<file path="src/rtl/lwi_pkg.sv">
`timescale 1ns/1ps
package lwi_pkg;

  // Mode code that enables the interrupt output; every other code disables it.
  localparam logic [1:0] MODE_LEVEL = 2'b01;

  // Persistence selector value meaning "fire on every conversion".
  localparam int unsigned PERSIST_ALWAYS = 0;

  // Events raised per conversion, grouped for readability at the top level.
  typedef struct packed {
    logic outside;   // result left the window
    logic met;       // persistence rule satisfied this strobe
    logic fire;      // qualified set of the pending flag
  } lwi_evt_t;

endpackage

</file>
<file path="src/rtl/lwi_window_cmp.sv">
`timescale 1ns/1ps
module lwi_window_cmp #(
  parameter int unsigned DATA_W = 16
) (
  input  logic [DATA_W-1:0] sample,
  input  logic [DATA_W-1:0] lo_bound,
  input  logic [DATA_W-1:0] hi_bound,
  output logic              outside
);

  // Low bound triggers inclusively, high bound exclusively.
  function automatic logic is_outside(
    input logic [DATA_W-1:0] v,
    input logic [DATA_W-1:0] lo,
    input logic [DATA_W-1:0] hi
  );
    logic below;
    logic above;
    below = (v <= lo);
    above = (v > hi);
    return below | above;
  endfunction

  always_comb begin
    outside = is_outside(sample, lo_bound, hi_bound);
  end

endmodule

</file>
<file path="src/rtl/lwi_persist_track.sv">
`timescale 1ns/1ps
module lwi_persist_track #(
  parameter int unsigned CNT_W = 4
) (
  input  logic             clk,
  input  logic             rst_n,
  input  logic             strobe,
  input  logic             outside,
  input  logic [CNT_W-1:0] persist_sel,
  output logic [CNT_W-1:0] run_count,
  output logic             met
);

  localparam logic [CNT_W-1:0] CNT_MAX  = '1;
  localparam logic [CNT_W-1:0] CNT_ZERO = '0;

  // Saturating increment: holds at the top code rather than wrapping.
  function automatic logic [CNT_W-1:0] sat_inc(input logic [CNT_W-1:0] c);
    if (c == CNT_MAX) begin
      return CNT_MAX;
    end
    return c + 1'b1;
  endfunction

  // Persistence rule evaluated against the run length including this result.
  function automatic logic rule_met(
    input logic [CNT_W-1:0] sel,
    input logic             outs,
    input logic [CNT_W-1:0] run_after
  );
    if (sel == CNT_ZERO) begin
      return 1'b1;
    end
    return outs && (run_after >= sel);
  endfunction

  logic [CNT_W-1:0] run_next;

  always_comb begin
    run_next = outside ? sat_inc(run_count) : CNT_ZERO;
    met      = strobe && rule_met(persist_sel, outside, run_next);
  end

  always_ff @(posedge clk or negedge rst_n) begin
    if (!rst_n) begin
      run_count <= CNT_ZERO;
    end else if (strobe) begin
      run_count <= run_next;
    end
  end

endmodule

</file>
<file path="src/rtl/lwi_pend_latch.sv">
`timescale 1ns/1ps
module lwi_pend_latch (
  input  logic clk,
  input  logic rst_n,
  input  logic enable,
  input  logic set_req,
  input  logic clr_req,
  output logic pending
);

  // Priority: disabled output drops everything, then set beats clear.
  always_ff @(posedge clk or negedge rst_n) begin
    if (!rst_n) begin
      pending <= 1'b0;
    end else if (!enable) begin
      pending <= 1'b0;
    end else if (set_req) begin
      pending <= 1'b1;
    end else if (clr_req) begin
      pending <= 1'b0;
    end
  end

endmodule

</file>
<file path="src/rtl/lwi_window_irq.sv">
`timescale 1ns/1ps
module lwi_window_irq #(
  parameter int unsigned DATA_W = 16,
  parameter int unsigned CNT_W  = 4
) (
  input  logic              clk,
  input  logic              rst_n,
  input  logic              cycle_done,
  input  logic [DATA_W-1:0] ch0_value,
  input  logic [DATA_W-1:0] lo_thresh,
  input  logic [DATA_W-1:0] hi_thresh,
  input  logic [1:0]        irq_mode,
  input  logic [CNT_W-1:0]  persist_sel,
  input  logic              irq_clear,
  output logic              irq_n,
  output logic              irq_pending
);

  import lwi_pkg::*;

  // Named internal events, exposed for the bound checker.
  lwi_evt_t         evt;
  logic             outside_evt;
  logic             met_evt;
  logic             fire_evt;
  logic             out_enable;
  logic [CNT_W-1:0] run_count;

  assign out_enable = (irq_mode == MODE_LEVEL);

  lwi_window_cmp #(.DATA_W(DATA_W)) u_cmp (
    .sample   (ch0_value),
    .lo_bound (lo_thresh),
    .hi_bound (hi_thresh),
    .outside  (outside_evt)
  );

  lwi_persist_track #(.CNT_W(CNT_W)) u_track (
    .clk         (clk),
    .rst_n       (rst_n),
    .strobe      (cycle_done),
    .outside     (outside_evt),
    .persist_sel (persist_sel),
    .run_count   (run_count),
    .met         (met_evt)
  );

  always_comb begin
    evt.outside = outside_evt;
    evt.met     = met_evt;
    evt.fire    = met_evt && out_enable;
  end

  assign fire_evt = evt.fire;

  lwi_pend_latch u_pend (
    .clk     (clk),
    .rst_n   (rst_n),
    .enable  (out_enable),
    .set_req (fire_evt),
    .clr_req (irq_clear),
    .pending (irq_pending)
  );

  assign irq_n = ~irq_pending;

endmodule

</file>
<file path="config.mk">
export PLATFORM = sky130hd
export DESIGN_NAME = lwi_window_irq
export DESIGN_NICKNAME = d
export VERILOG_FILES = /design/src/rtl/lwi_pkg.sv /design/src/rtl/lwi_window_cmp.sv /design/src/rtl/lwi_persist_track.sv /design/src/rtl/lwi_pend_latch.sv /design/src/rtl/lwi_window_irq.sv
export SDC_FILE = /design/constraint.sdc
export NUM_CORES = 1
export LEC_CHECK = 0
export ABC_AREA = 0
export BUFFER_PORTS_ARGS = -buffer_cell sky130_fd_sc_hd__buf_2
export CAP_MARGIN = 30
export CORE_ASPECT_RATIO = 0.8
export CORE_UTILIZATION = 25
export CTS_CLUSTER_DIAMETER = 80
export DETAILED_ROUTE_END_ITERATION = 8
export GPL_TIMING_DRIVEN = 0
export PLACE_DENSITY_LB_ADDON = 0.05
export SLEW_MARGIN = 20
export SYNTH_ARGS = -nofsm -noshare
export SYNTH_HDL_FRONTEND = slang
export SYNTH_HIERARCHICAL = 1
export SYNTH_SLANG_ARGS = --single-unit
export TNS_END_PERCENT = 100
</file>
<file path="constraint.sdc">
create_clock -name clk -period 4.6 [get_ports clk]
set_input_delay 0.92 -clock clk [delete_from_list [all_inputs] [get_ports clk]]
set_output_delay 0.92 -clock clk [all_outputs]
set_load 0.005 [all_outputs]
</file>
Word level (Yosys, flattened, before mapping) --
Index checks and enable logic that the tools add are counted.
Storage, ports and cells: output and inout port bits 2, register bits after elaboration 5, input bits 58, word-level logic and storage cells 25
Operators by class: equal/unequal tests 3, mux-type cells 10, reduce and logical (&&, ||, !) cells 4, $add $sub $neg 1, bitwise operators 2, order comparisons 3
Operators by type and width (count):
- $gt A16 B16 Y1 | 1
- $le A16 B16 Y1 | 1
- $mux W4 | 3
- $mux W1 | 7
- $add A4 B1 Y4 const B | 1
- $eq A4 B4 Y1 const B | 1
- $ge A4 B4 Y1 | 1
- $logic_not A4 Y1 | 1
- $logic_and A1 B1 Y1 | 3
- $ne A3 B3 Y1 const B | 1
- $eq A2 B1 Y1 const B | 1
- $not A1 Y1 | 1
- $or A1 B1 Y1 | 1

Longest topological paths before layout --
Gate-level depths: netlist of run 1.
depth after elaboration 11, depth in mapped cells 14, mapped depth without buffers 14

By module --
Netlist of run 1, hierarchy kept.
Modules (own cells, without submodules):
- lwi_window_cmp | instances 1, area each 798.3 µm², seq. area each 0.0 µm², cells an instance 113
- lwi_persist_track | instances 1, area each 326.6 µm², seq. area each 100.1 µm², cells an instance 35
- lwi_pend_latch | instances 1, area each 46.3 µm², seq. area each 25.0 µm², cells an instance 3
- lwi_window_irq | instances 1, area each 18.8 µm², seq. area each 0.0 µm², cells an instance 3

Least setup slack after synthesis of run 1 --
No wires, ideal clock.
path kind input to register, start point input hi_thresh[10], end point register u_pend.pending, cell stages on the path 13, slack 0.739 ns, buffers on the path 0, library setup time 0.119 ns, required time 4.481 ns, arrival time 3.742 ns, cell sequence inv_1 > ha_1 > nand4_1 > or4_1 > or3_1 > a221o_1 > a21boi_2 > ha_1 > or3b_1 > o2111ai_1 > a21oi_1 > and3b_1 > o21a_1
On the way: word-level cells in the longest chain between the ends 10, elaborated cells between the ends (all ways) 11, classes of those cells 2 x order compare; 1 x eq/ne; 4 x mux; 1 x bitwise; 3 x reduce/logical
Ends and longest elaborated chain:
- from (decl) | RTL line lwi_window_irq.sv:11 | input logic [DATA_W-1:0] hi_thresh,
- $gt A16 B16 Y1 * | RTL line lwi_window_cmp.sv:20 | above = (v > hi);
- $or A1 B1 Y1 * | RTL line lwi_window_cmp.sv:21 | return below | above;
- via outside_evt | RTL line lwi_window_irq.sv:23 | logic outside_evt;
- $mux W4 * | RTL line lwi_persist_track.sv:40 | run_next = outside ? sat_inc(run_count) : CNT_ZERO;
- via u_track.run_next[1] | RTL line lwi_persist_track.sv:37 | logic [CNT_W-1:0] run_next;
- $ge A4 B4 Y1 * | RTL line lwi_persist_track.sv:34 | return outs && (run_after >= sel);
- $logic_and A1 B1 Y1 * | RTL line lwi_persist_track.sv:34
- $mux W1 * | RTL line lwi_persist_track.sv:34
- $logic_and A1 B1 Y1 * | RTL line lwi_persist_track.sv:41 | met = strobe && rule_met(persist_sel, outside, run_next);
- via met_evt | RTL line lwi_window_irq.sv:24 | logic met_evt;
- $logic_and A1 B1 Y1 * | RTL line lwi_window_irq.sv:51 | evt.fire = met_evt && out_enable;
- via fire_evt | RTL line lwi_window_irq.sv:25 | logic fire_evt;
- $mux W1 | RTL line lwi_pend_latch.sv:17 | end else if (set_req) begin
- $mux W1 | RTL line lwi_pend_latch.sv:15 | end else if (!enable) begin
- to (signal assigned) | RTL line lwi_pend_latch.sv:14 | pending <= 1'b0;
- to (signal assigned) | RTL line lwi_pend_latch.sv:16 | pending <= 1'b0;
- to (signal assigned) | RTL line lwi_pend_latch.sv:18 | pending <= 1'b1;
- to (decl) | RTL line lwi_pend_latch.sv:8 | output logic pending
The timed path passes the listed nets; every way through them passes the cells marked *. A chain may end at the register's enable or synchronous reset.

Worst setup path after layout of run 1 --
start point input ch0_value[10], end point register u_pend.pending
On the way: word-level cells in the longest chain between the ends 10, elaborated cells between the ends (all ways) 12, classes of those cells 3 x order compare; 1 x eq/ne; 4 x mux; 1 x bitwise; 3 x reduce/logical
Ends and longest elaborated chain:
- from (decl) | RTL line lwi_window_irq.sv:9 | input logic [DATA_W-1:0] ch0_value,
- $le A16 B16 Y1 or $gt A16 B16 Y1 (tied branches) | RTL line lwi_window_cmp.sv:19, lwi_window_cmp.sv:20
- $or A1 B1 Y1 * | RTL line lwi_window_cmp.sv:21
- via outside_evt | RTL line lwi_window_irq.sv:23
- $mux W4 * | RTL line lwi_persist_track.sv:40
- via u_track.run_next[1] | RTL line lwi_persist_track.sv:37
- $ge A4 B4 Y1 * | RTL line lwi_persist_track.sv:34
- $logic_and A1 B1 Y1 * | RTL line lwi_persist_track.sv:34
- $mux W1 * | RTL line lwi_persist_track.sv:34
- $logic_and A1 B1 Y1 * | RTL line lwi_persist_track.sv:41
- via met_evt | RTL line lwi_window_irq.sv:24
- $logic_and A1 B1 Y1 * | RTL line lwi_window_irq.sv:51
- via fire_evt | RTL line lwi_window_irq.sv:25
- $mux W1 | RTL line lwi_pend_latch.sv:17
- $mux W1 | RTL line lwi_pend_latch.sv:15
Marks and branches as above.

==> run_results.csv, run 1 <==
group,metric,value,unit
critical_path,max_stage_delay,520,ps
critical_path,slowest_stage,"or4_1",
routing,dr_wl_met2,1280,um
logic_synthesis,avgSynthCellArea,7.73,um^2
cts,ctsRootBufferMaster,"clkbuf_8",
critical_path,cp-start-kind,"input port",
cts,holdBufCountCts,0,
floorplanning,rows,22,
hold_path,hold_path_class,"input port to asynchronous set/reset pin",
final_layout,drive_gt1_frac,0.313,
logic_synthesis,syn_nets,249,
final_layout,diodes,0,
final_layout,register_area,125,um^2
logic_synthesis,synth-seq-cells,5,
final_layout,n_fill_cell,506,
logic_synthesis,synth_top_area_frac,0.389,
critical_path,path_cells,"buf_2 -> ha_1 -> nand4_1 -> or4_1 -> or3_1 -> a221o_1 -> a21boi_2 -> ha_1 -> or3b_1 -> o2111ai_1 -> a21oi_1 -> and3b_1 -> o21a_1",
grt,grt_pass1_wl,5160,um
floorplanning,die_y,63.7,um
flow_run,maxCapViolations,0,
critical_path,worstPathRequired,4710,ps
routing,met3_length,165,um
routing,initialDrtViolationCount,22,
cts,cts_resized,0,
timing,fin_tns_setup,0,ps
grt,grt_max_degree,8,
grt,grt_pass1_vias,1289,
grt,overflow,0,
final_layout,multi_input_area,918,um^2
grt,antenna_found_initial,0,
timing,setup_viol,0,
critical_path,critical_path_class,"input port to flop",
timing,rsz0062_at_grt,"no",
timing,skew,2.42,ps
final_layout,finalNetCount,313,
cts,cts_made_buffers,3,
place,place_ws,346,ps
timing,setup_slack,579,ps
routing,avgRoutedWirePerCell,10.9,um
cts,insertion_delay,220,ps
critical_path,worst_path_dominant_cell_family,"simple AND/OR/NAND/NOR gates",
logic_synthesis,synthCells,154,
critical_path,cpMostUsedCell,"ha_1",
critical_path,cp.buffers_inverters,1,
timing,tightest_slew,427,ps
place,dpl_cell_area,1560,um^2
logic_synthesis,syn_area,1190,um^2
cts,htreeDepth,1,
place,portBuffers,59,
routing,via_per_inst,4.44,
place,gp_congestion,0.791,
power_and_ir_drop,total_leakage_power,0.956,nW
floorplanning,die-area,5040,um^2
critical_path,crit_arrival,4130,ps
timing,period_share,0.874,
routing,drc,0,
routing,met1_length,1560,um
outcome,status,"finished, final reports clean",
logic_synthesis,synth.area.top_cells,"ha_1 39%, inv_1 12%, dfrtp_1 11%",
cts,path_clk_slew,40,ps
grt,grtUsageTotal,0.126,
floorplanning,core-area,4570,um^2
timing,slew_viol_final,0,
power_and_ir_drop,ir_drop,0.0000998,V
final_layout,final_area,1610,um^2
cts,cts_buffer_depth,2,
logic_synthesis,synth-main-ff-cell,"dfrtp_1",
floorplanning,initial_core_util,0.260,
logic_synthesis,netlist_top_cells_count,"39 x inv_1, 37 x ha_1, 16 x a21oi_1",
routing,ant_nets,0,
logic_synthesis,yosysUniqueCellTypes,32,
cts,numClockSinks,5,
routing,num_vias,1229,
routing,drt_first_pass_iters,3,
final_layout,syn2layout_area_growth,34.9,%
timing,fmax,249,MHz
floorplanning,ioPinCount,60,
place,dp_hpwl,2790,um
power_and_ir_drop,power.density,203,nW/um^2
critical_path,cp-end-kind,"flop",
cts,post_cts_buffers,0,
logic_synthesis,synthArstFlopShare,1.00,
logic_synthesis,synth_edf_count,0,
logic_synthesis,ys_seq_area_frac,0.105,
floorplanning,die_w,79.1,um
logic_synthesis,synth.most_common_cell,"inv_1",
timing,timing_hold_violations_final,0,
routing,highest_layer,"met3",
critical_path,cp_max_fo,6,
logic_synthesis,yosysWarnings,6,
routing,wl,3010,um
timing,period_needed,4020,ps
cts,cts_tree,"done",
logic_synthesis,yosysTopAreaCell,"ha_1",
timing,slew_headroom,0.711,
[flip-flops by register name, summed over array words and instances, names as in the netlist]
| register | cells |
|---|---|
| u_track/run_count | 4 |
| u_pend/pending | 1 |
[stage by stage]
step / util / power, W / hold slack, ps / instances
after floorplan: - / 0.000182 / 517 / 154
final: 0.351 / 0.000326 / 509 / 277
after global routing: 0.351 / 0.000363 / 513 / 277
after global placement: 0.341 / 0.000242 / 569 / 273
after detailed placement: 0.341 / 0.000248 / 573 / 273
after CTS: 0.351 / 0.000331 / 510 / 277
[placed cells by master (no fill, tap or decap), drive strengths merged]
cell | netlist | layout
nand2 | 14 | 14
nor2b | 3 | 3
dfrtp | 5 | 5
a21boi | 1 | 1
a221oi | 2 | 2
o221ai | 1 | 1
a21o | 1 | 1
ha | 37 | 37
clkbuf | 0 | 4
a21oi | 16 | 16
and3b | 1 | 1
a31oi | 1 | 1
nor4bb | 1 | 1
a221o | 2 | 2
o21ai | 5 | 5
nor2 | 1 | 1
o2111ai | 1 | 1
o21a | 2 | 2
buf | 0 | 59
o31ai | 1 | 1
a41oi | 1 | 1
nand3 | 6 | 6
and4 | 3 | 3
or4 | 1 | 1
or3 | 1 | 1
a31o | 1 | 1
or3b | 1 | 1
a211oi | 1 | 1
nand4 | 2 | 2
mux2 | 2 | 2
inv | 39 | 39
nor4 | 1 | 1
[per-layer routing]
layer | track usage | up-vias
li1 | - | 672
met1 | 0.173 | 521
met2 | 0.206 | 36
met3 | 0.0159 | 0
met4 | 0.0318 | 0
met5 | 0 | -
[path summary, 6_finish.rpt]
kind	startpoint	to	slack, ps	cells past startpoint
max	ch0_value[10]	u_pend/pending$_DFFE_PN0P_	580	13
min	rst_n	u_track/run_count[2]$_DFFE_PN0P_	510	1
max reg2reg	u_track/run_count[0]$_DFFE_PN0P_	u_pend/pending$_DFFE_PN0P_	2340	10
min reg2reg	u_track/run_count[3]$_DFFE_PN0P_	u_track/run_count[3]$_DFFE_PN0P_	570	2
max in group asynchronous	rst_n	u_track/run_count[0]$_DFFE_PN0P_	3960	1
min in group clk	u_track/run_count[3]$_DFFE_PN0P_	u_track/run_count[3]$_DFFE_PN0P_	570	2
[final cells by class]
type,instances,share of cell area
repair buffers,59,0.184
multi-input cells,110,0.572
clock buffers,4,0.0281
inverters,39,0.0912
flip-flops and latches,5,0.0779
well taps,60,0.0468
[logic make-up (layout without fill, tap and decap cells)]
logic type / Yosys count / count (layout) / share of synthesized area
and+or+nand+nor: 35 / 35 / 0.168
muxes: 2 / 2 / 0.0189
adders and majority gates: 37 / 37 / 0.389
DFF: 5 / 5 / 0.105
buffers and inverters: 39 / 102 / 0.123
AOI/OAI and AO/OA: 36 / 36 / 0.196
[worst reg2reg max path: cells and delay by family (launching register included)]
kind	cells	cell delay, ps
AND/OR/NAND/NOR	5	810
adder cells (fa/ha/maj)	2	510
flip-flops	1	420
AO/OA/AOI/OAI	3	420
[report_power, final]
| group | switching (W) | internal (W) |
|---|---|---|
| sequential | 0.0000162 | 0.0000582 |
| combinational | 0.0000871 | 0.0000840 |
| clock | 0.0000208 | 0.0000594 |
No activity file was read; power rests on OpenSTA's default activity.
==> run 2, diff against run 1 <==
--- a/config.mk
+++ b/config.mk
@@ -13,7 +13,7 @@
 export CTS_CLUSTER_DIAMETER = 80
 export DETAILED_ROUTE_END_ITERATION = 8
 export GPL_TIMING_DRIVEN = 0
-export PLACE_DENSITY_LB_ADDON = 0.05
+export PLACE_DENSITY_LB_ADDON = 0.12
 export SLEW_MARGIN = 20
 export SYNTH_ARGS = -nofsm -noshare
 export SYNTH_HDL_FRONTEND = slang
==> run 2 against run 1 <==
Effect of this change: flip-flop and latch count is the same; design area is the same; critical path depth is the same; worst setup slack lost 5.3 ps; sequential share of layout area is the same; critical path type unchanged.
==> run_results.csv, run 2 (same netlist as run 1, synthesis figures left out) <==
group,metric,value,unit
final_layout,top_register,"u_track/run_count",
final_layout,n_fill_cell,505,
flow_run,maxCapViolations,0,
timing,period_share,0.875,
cts,cts_buffer_depth,2,
final_layout,largest_reg_flops,4,
place,gp_congestion,0.739,
routing,avgRoutedWirePerCell,9.76,um
final_layout,largestRegisters,"u_track/run_count: 4 flops, u_pend/pending: 1 flops",
routing,drc,0,
routing,via_per_inst,4.43,
cts,cts_tree,"done",
place,dp_hpwl,2490,um
grt,antenna_found_initial,0,
floorplanning,core-area,4570,um^2
timing,fmax,248,MHz
timing,rsz0062_at_grt,"no",
routing,num_vias,1227,
grt,grt_max_degree,8,
timing,period_needed,4030,ps
timing,skew,1.94,ps
timing,fin_tns_setup,0,ps
timing,timing_hold_violations_final,0,
floorplanning,rows,22,
floorplanning,initial_core_util,0.260,
final_layout,final_cell_mix,"59 x buf_2, 39 x inv_1, 37 x ha_1, 16 x a21oi_1, 14 x nand2_1",
timing,tightest_slew,389,ps
critical_path,critical_path_class,"input port to flop",
final_layout,finalNetCount,313,
final_layout,drive_gt1_frac,0.313,
final_layout,diodes,0,
cts,ctsRootBufferMaster,"clkbuf_8",
routing,drt_first_pass_iters,4,
floorplanning,die_w,79.1,um
power_and_ir_drop,ir_drop,0.0000962,V
cts,htreeDepth,1,
timing,setup_viol,0,
outcome,status,"finished, final reports clean",
floorplanning,die_y,63.7,um
timing,slew_viol_final,0,
timing,slew_headroom,0.737,
final_layout,utilization,0.351,
cts,cts_made_buffers,3,
place,portBuffers,59,
cts,path_clk_slew,30,ps
cts,insertion_delay,220,ps
power_and_ir_drop,power.density,199,nW/um^2
critical_path,crit_arrival,4130,ps
final_layout,syn2layout_area_growth,34.9,%
place,placed_cells,273,
power_and_ir_drop,total_leakage_power,0.956,nW
cts,cts_resized,0,
routing,ant_nets,0,
critical_path,cp-end-kind,"flop",
hold_path,hold_path_class,"input port to asynchronous set/reset pin",
grt,overflow,0,
critical_path,cp_max_fo,6,
final_layout,instances_no_fill,277,
grt,grt_pass1_vias,1147,
routing,wl,2700,um
cts,numClockSinks,5,
grt,grt_pass1_wl,4710,um
critical_path,cp-start-kind,"input port",
floorplanning,die-area,5040,um^2
final_layout,layout.cells.most_common,"buf_2",
cts,holdBufCountCts,0,
routing,initialDrtViolationCount,54,
grt,grtUsageTotal,0.115,
critical_path,worstPathRequired,4700,ps
power_and_ir_drop,finalPower,0.000320,W
floorplanning,ioPinCount,60,
cts,post_cts_buffers,0,
## run 2: cell counts in the layout (fill, tap and decap cells not counted)
No cell type changed its count.
## run 2: final cells by class
| class | count | area (um^2) | share of cell area |
|---|---|---|---|
| Multi-Input combinational cell | 110 | 918 | 0.572 |
| Timing Repair Buffer | 59 | 295 | 0.184 |
| Inverter | 39 | 146 | 0.0912 |
| Sequential cell | 5 | 125 | 0.0779 |
| Tap cell | 60 | 75.1 | 0.0468 |
| Clock buffer | 4 | 45.0 | 0.0281 |
## run 2: per-stage QoR
step / area [um^2] / hold WS (ps) / worst slack (ps)
after detailed placement: 1560 / 563 / 360
after global routing: 1610 / 508 / 429
final: 1610 / 508 / 574
after floorplan: 1190 / 517 / 739
after CTS: 1610 / 508 / 588
after global placement: 1560 / 565 / 316
## run 2: critical path, stage by stage
cell	delay (ps)
buf_2	110
ha_1	310
nand4_1	180
or4_1	500
or3_1	370
a221o_1	430
a21boi_2	200
ha_1	190
or3b_1	360
o2111ai_1	110
a21oi_1	90
and3b_1	170
o21a_1	190
## run 2: routing by layer
layer | GRT usage | share of wire | vias up
met5 | 0 | 0 | -
met4 | 0.0205 | 0 | 0
met3 | 0.0188 | 0.058 | 0
met2 | 0.156 | 0.38 | 39
met1 | 0.183 | 0.56 | 515
li1 | - | - | 673
## run 2: final timing paths
path,cells after the start,endpoint,startpoint,slack [ps]
worst min-delay path,1,u_pend/pending$_DFFE_PN0P_,rst_n,510
max in group asynchronous,1,u_track/run_count[0]$_DFFE_PN0P_,rst_n,3960
worst min register to register,1,u_track/run_count[1]$_DFFE_PN0P_,u_track/run_count[1]$_DFFE_PN0P_,570
worst max register to register,10,u_pend/pending$_DFFE_PN0P_,u_track/run_count[0]$_DFFE_PN0P_,2400
min in group clk,1,u_track/run_count[1]$_DFFE_PN0P_,u_track/run_count[1]$_DFFE_PN0P_,570
worst max-delay path,13,u_pend/pending$_DFFE_PN0P_,ch0_value[14],570
## run 2: where the power goes
part           internal (W)  total [W]  switching [W]
Clock             0.0000593  0.0000788      0.0000195
Sequential        0.0000582  0.0000734      0.0000152
Combinational     0.0000842   0.000168      0.0000837
Total              0.000202   0.000320       0.000118
==> run 3, diff against run 2 <==
--- a/config.mk
+++ b/config.mk
@@ -14,6 +14,7 @@
 export DETAILED_ROUTE_END_ITERATION = 8
 export GPL_TIMING_DRIVEN = 0
 export PLACE_DENSITY_LB_ADDON = 0.12
+export RECOVER_POWER = 25
 export SLEW_MARGIN = 20
 export SYNTH_ARGS = -nofsm -noshare
 export SYNTH_HDL_FRONTEND = slang
==> run 3 against run 2 <==
Effect of this change: register-to-register slack barely moved; fmax is the same; power about the same; die area stayed put; count of clock-buffer cells in the layout unchanged; routed wire length hardly changed; clock skew is the same; non-clock buffer count is the same; critical path type unchanged; largest cell class unchanged; largest power group unchanged.
==> run_results.csv, run 3 (same netlist as run 1, synthesis figures left out) <==
group,metric,value,unit
final_layout,syn2layout_area_growth,34.8,%
final_layout,finalNetCount,313,
final_layout,top_register,"u_track/run_count",
cts,cts_tree,"done",
critical_path,critical_path_class,"input port to flop",
floorplanning,ioPinCount,60,
routing,num_vias,1227,
final_layout,final_area,1600,um^2
timing,rsz0062_at_grt,"no",
final_layout,final_cell_mix,"58 x buf_2, 39 x inv_1, 37 x ha_1, 16 x a21oi_1, 14 x nand2_1",
floorplanning,die_w,79.1,um
grt,grt_pass1_vias,1147,
power_and_ir_drop,power_frac_seq,0.229,
hold_path,hold_path_class,"input port to asynchronous set/reset pin",
cts,cts_buffer_depth,2,
grt,overflow,0,
timing,skew,1.94,ps
timing,period_needed,4030,ps
final_layout,drive_gt1_frac,0.309,
cts,numClockSinks,5,
floorplanning,rows,22,
routing,via_per_inst,4.43,
floorplanning,die_y,63.7,um
power_and_ir_drop,power.internal,0.000202,W
final_layout,largestRegisters,"u_track/run_count: 4 flops, u_pend/pending: 1 flops",
timing,timing_hold_violations_final,0,
power_and_ir_drop,ir_drop,0.0000962,V
flow_run,maxCapViolations,0,
place,dp_hpwl,2490,um
cts,insertion_delay,220,ps
final_layout,multi_input_area,918,um^2
power_and_ir_drop,swShare,0.370,
place,portBuffers,59,
timing,finalHoldWorstSlack,544,ps
cts,path_clk_slew,30,ps
critical_path,worstPathRequired,4700,ps
floorplanning,die-area,5040,um^2
power_and_ir_drop,power.density,200,nW/um^2
routing,drc,0,
final_layout,diodes,0,
cts,htreeDepth,1,
routing,wl,2700,um
timing,fmax,248,MHz
grt,grt_max_degree,8,
routing,avgRoutedWirePerCell,9.75,um
routing,drt_first_pass_iters,4,
timing,slew_viol_final,0,
final_layout,n_fill_cell,506,
final_layout,register_area,125,um^2
timing,fin_tns_setup,0,ps
timing,setup_viol,0,
critical_path,cp-start-kind,"input port",
power_and_ir_drop,total_leakage_power,0.954,nW
routing,initialDrtViolationCount,54,
timing,slew_headroom,0.737,
power_and_ir_drop,netSwitchingPower,0.000118,W
floorplanning,core-area,4570,um^2
critical_path,cp_max_fo,6,
cts,holdBufCountCts,0,
power_and_ir_drop,share_comb_of_total_power,0.524,
place,dpl_cell_area,1560,um^2
cts,post_cts_buffers,0,
critical_path,r2r_slack,2400,ps
floorplanning,initial_core_util,0.260,
critical_path,crit_arrival,4130,ps
routing,ant_nets,0,
final_layout,largest_reg_flops,4,
grt,grtUsageTotal,0.115,
cts,cts_made_buffers,3,
critical_path,cp-end-kind,"flop",
cts,cts_resized,0,
final_layout,layout.cells.most_common,"buf_2",
power_and_ir_drop,finalPower,0.000320,W
grt,antenna_found_initial,0,
timing,tightest_slew,389,ps
power_and_ir_drop,pwr-share-clk,0.246,
place,gp_congestion,0.739,
grt,grt_pass1_wl,4710,um
outcome,status,"finished, final reports clean",
cts,ctsRootBufferMaster,"clkbuf_8",
timing,period_share,0.875,
## run 3: cell types whose count changed in the layout (fill, tap and decap cells not counted)
cell      previous run  this run
clkbuf_1             1         2
buf_2               59        58
## run 3: area by class of cell
| class | count | share of cell area |
|---|---|---|
| Multi-Input combinational cell | 110 | 0.573 |
| Timing Repair Buffer | 59 | 0.183 |
| Inverter | 39 | 0.0913 |
| Sequential cell | 5 | 0.0780 |
| Tap cell | 60 | 0.0468 |
| Clock buffer | 4 | 0.0281 |
## run 3: final timing paths
check,from,to,depth (start not counted)
worst max-delay path,ch0_value[14],u_pend/pending$_DFFE_PN0P_,13
worst min-delay path,rst_n,u_pend/pending$_DFFE_PN0P_,1
worst max register to register,u_track/run_count[0]$_DFFE_PN0P_,u_pend/pending$_DFFE_PN0P_,10
worst min register to register,u_track/run_count[1]$_DFFE_PN0P_,u_track/run_count[1]$_DFFE_PN0P_,1
max in group asynchronous,rst_n,u_track/run_count[0]$_DFFE_PN0P_,1
min in group clk,u_track/run_count[1]$_DFFE_PN0P_,u_track/run_count[1]$_DFFE_PN0P_,1
## run 3: metrics by stage
step,worst slack [ps],utilization,std cells
after floorplan,739,-,154
after global placement,316,0.341,273
after detailed placement,360,0.341,273
after CTS,588,0.351,277
after global routing,429,0.351,277
final,574,0.351,277
## run 3: layer usage
| layer | wire length (um) | track usage |
|---|---|---|
| met5 | 0 | 0 |
| met4 | 0 | 0.0205 |
| met3 | 156 | 0.0188 |
| met2 | 1030 | 0.156 |
| met1 | 1520 | 0.183 |
## run 3: critical path, cell delays in order
cell       delay [ps]
buf_2             110
ha_1              310
nand4_1           180
or4_1             500
or3_1             370
a221o_1           430
a21boi_2          200
ha_1              190
or3b_1            360
o2111ai_1         110
a21oi_1            90
and3b_1           170
o21a_1            190
## run 3: power groups by stage
stage / registers, W / logic (W) / clock network [W]
floorplan: 0.0000701 / 0.000112 / 0
global placement: 0.0000743 / 0.000170 / 0
detailed placement: 0.0000735 / 0.000168 / 0
CTS: 0.0000730 / 0.000169 / 0.0000819
global route: 0.0000761 / 0.000198 / 0.0000859
finish: 0.0000734 / 0.000168 / 0.0000788
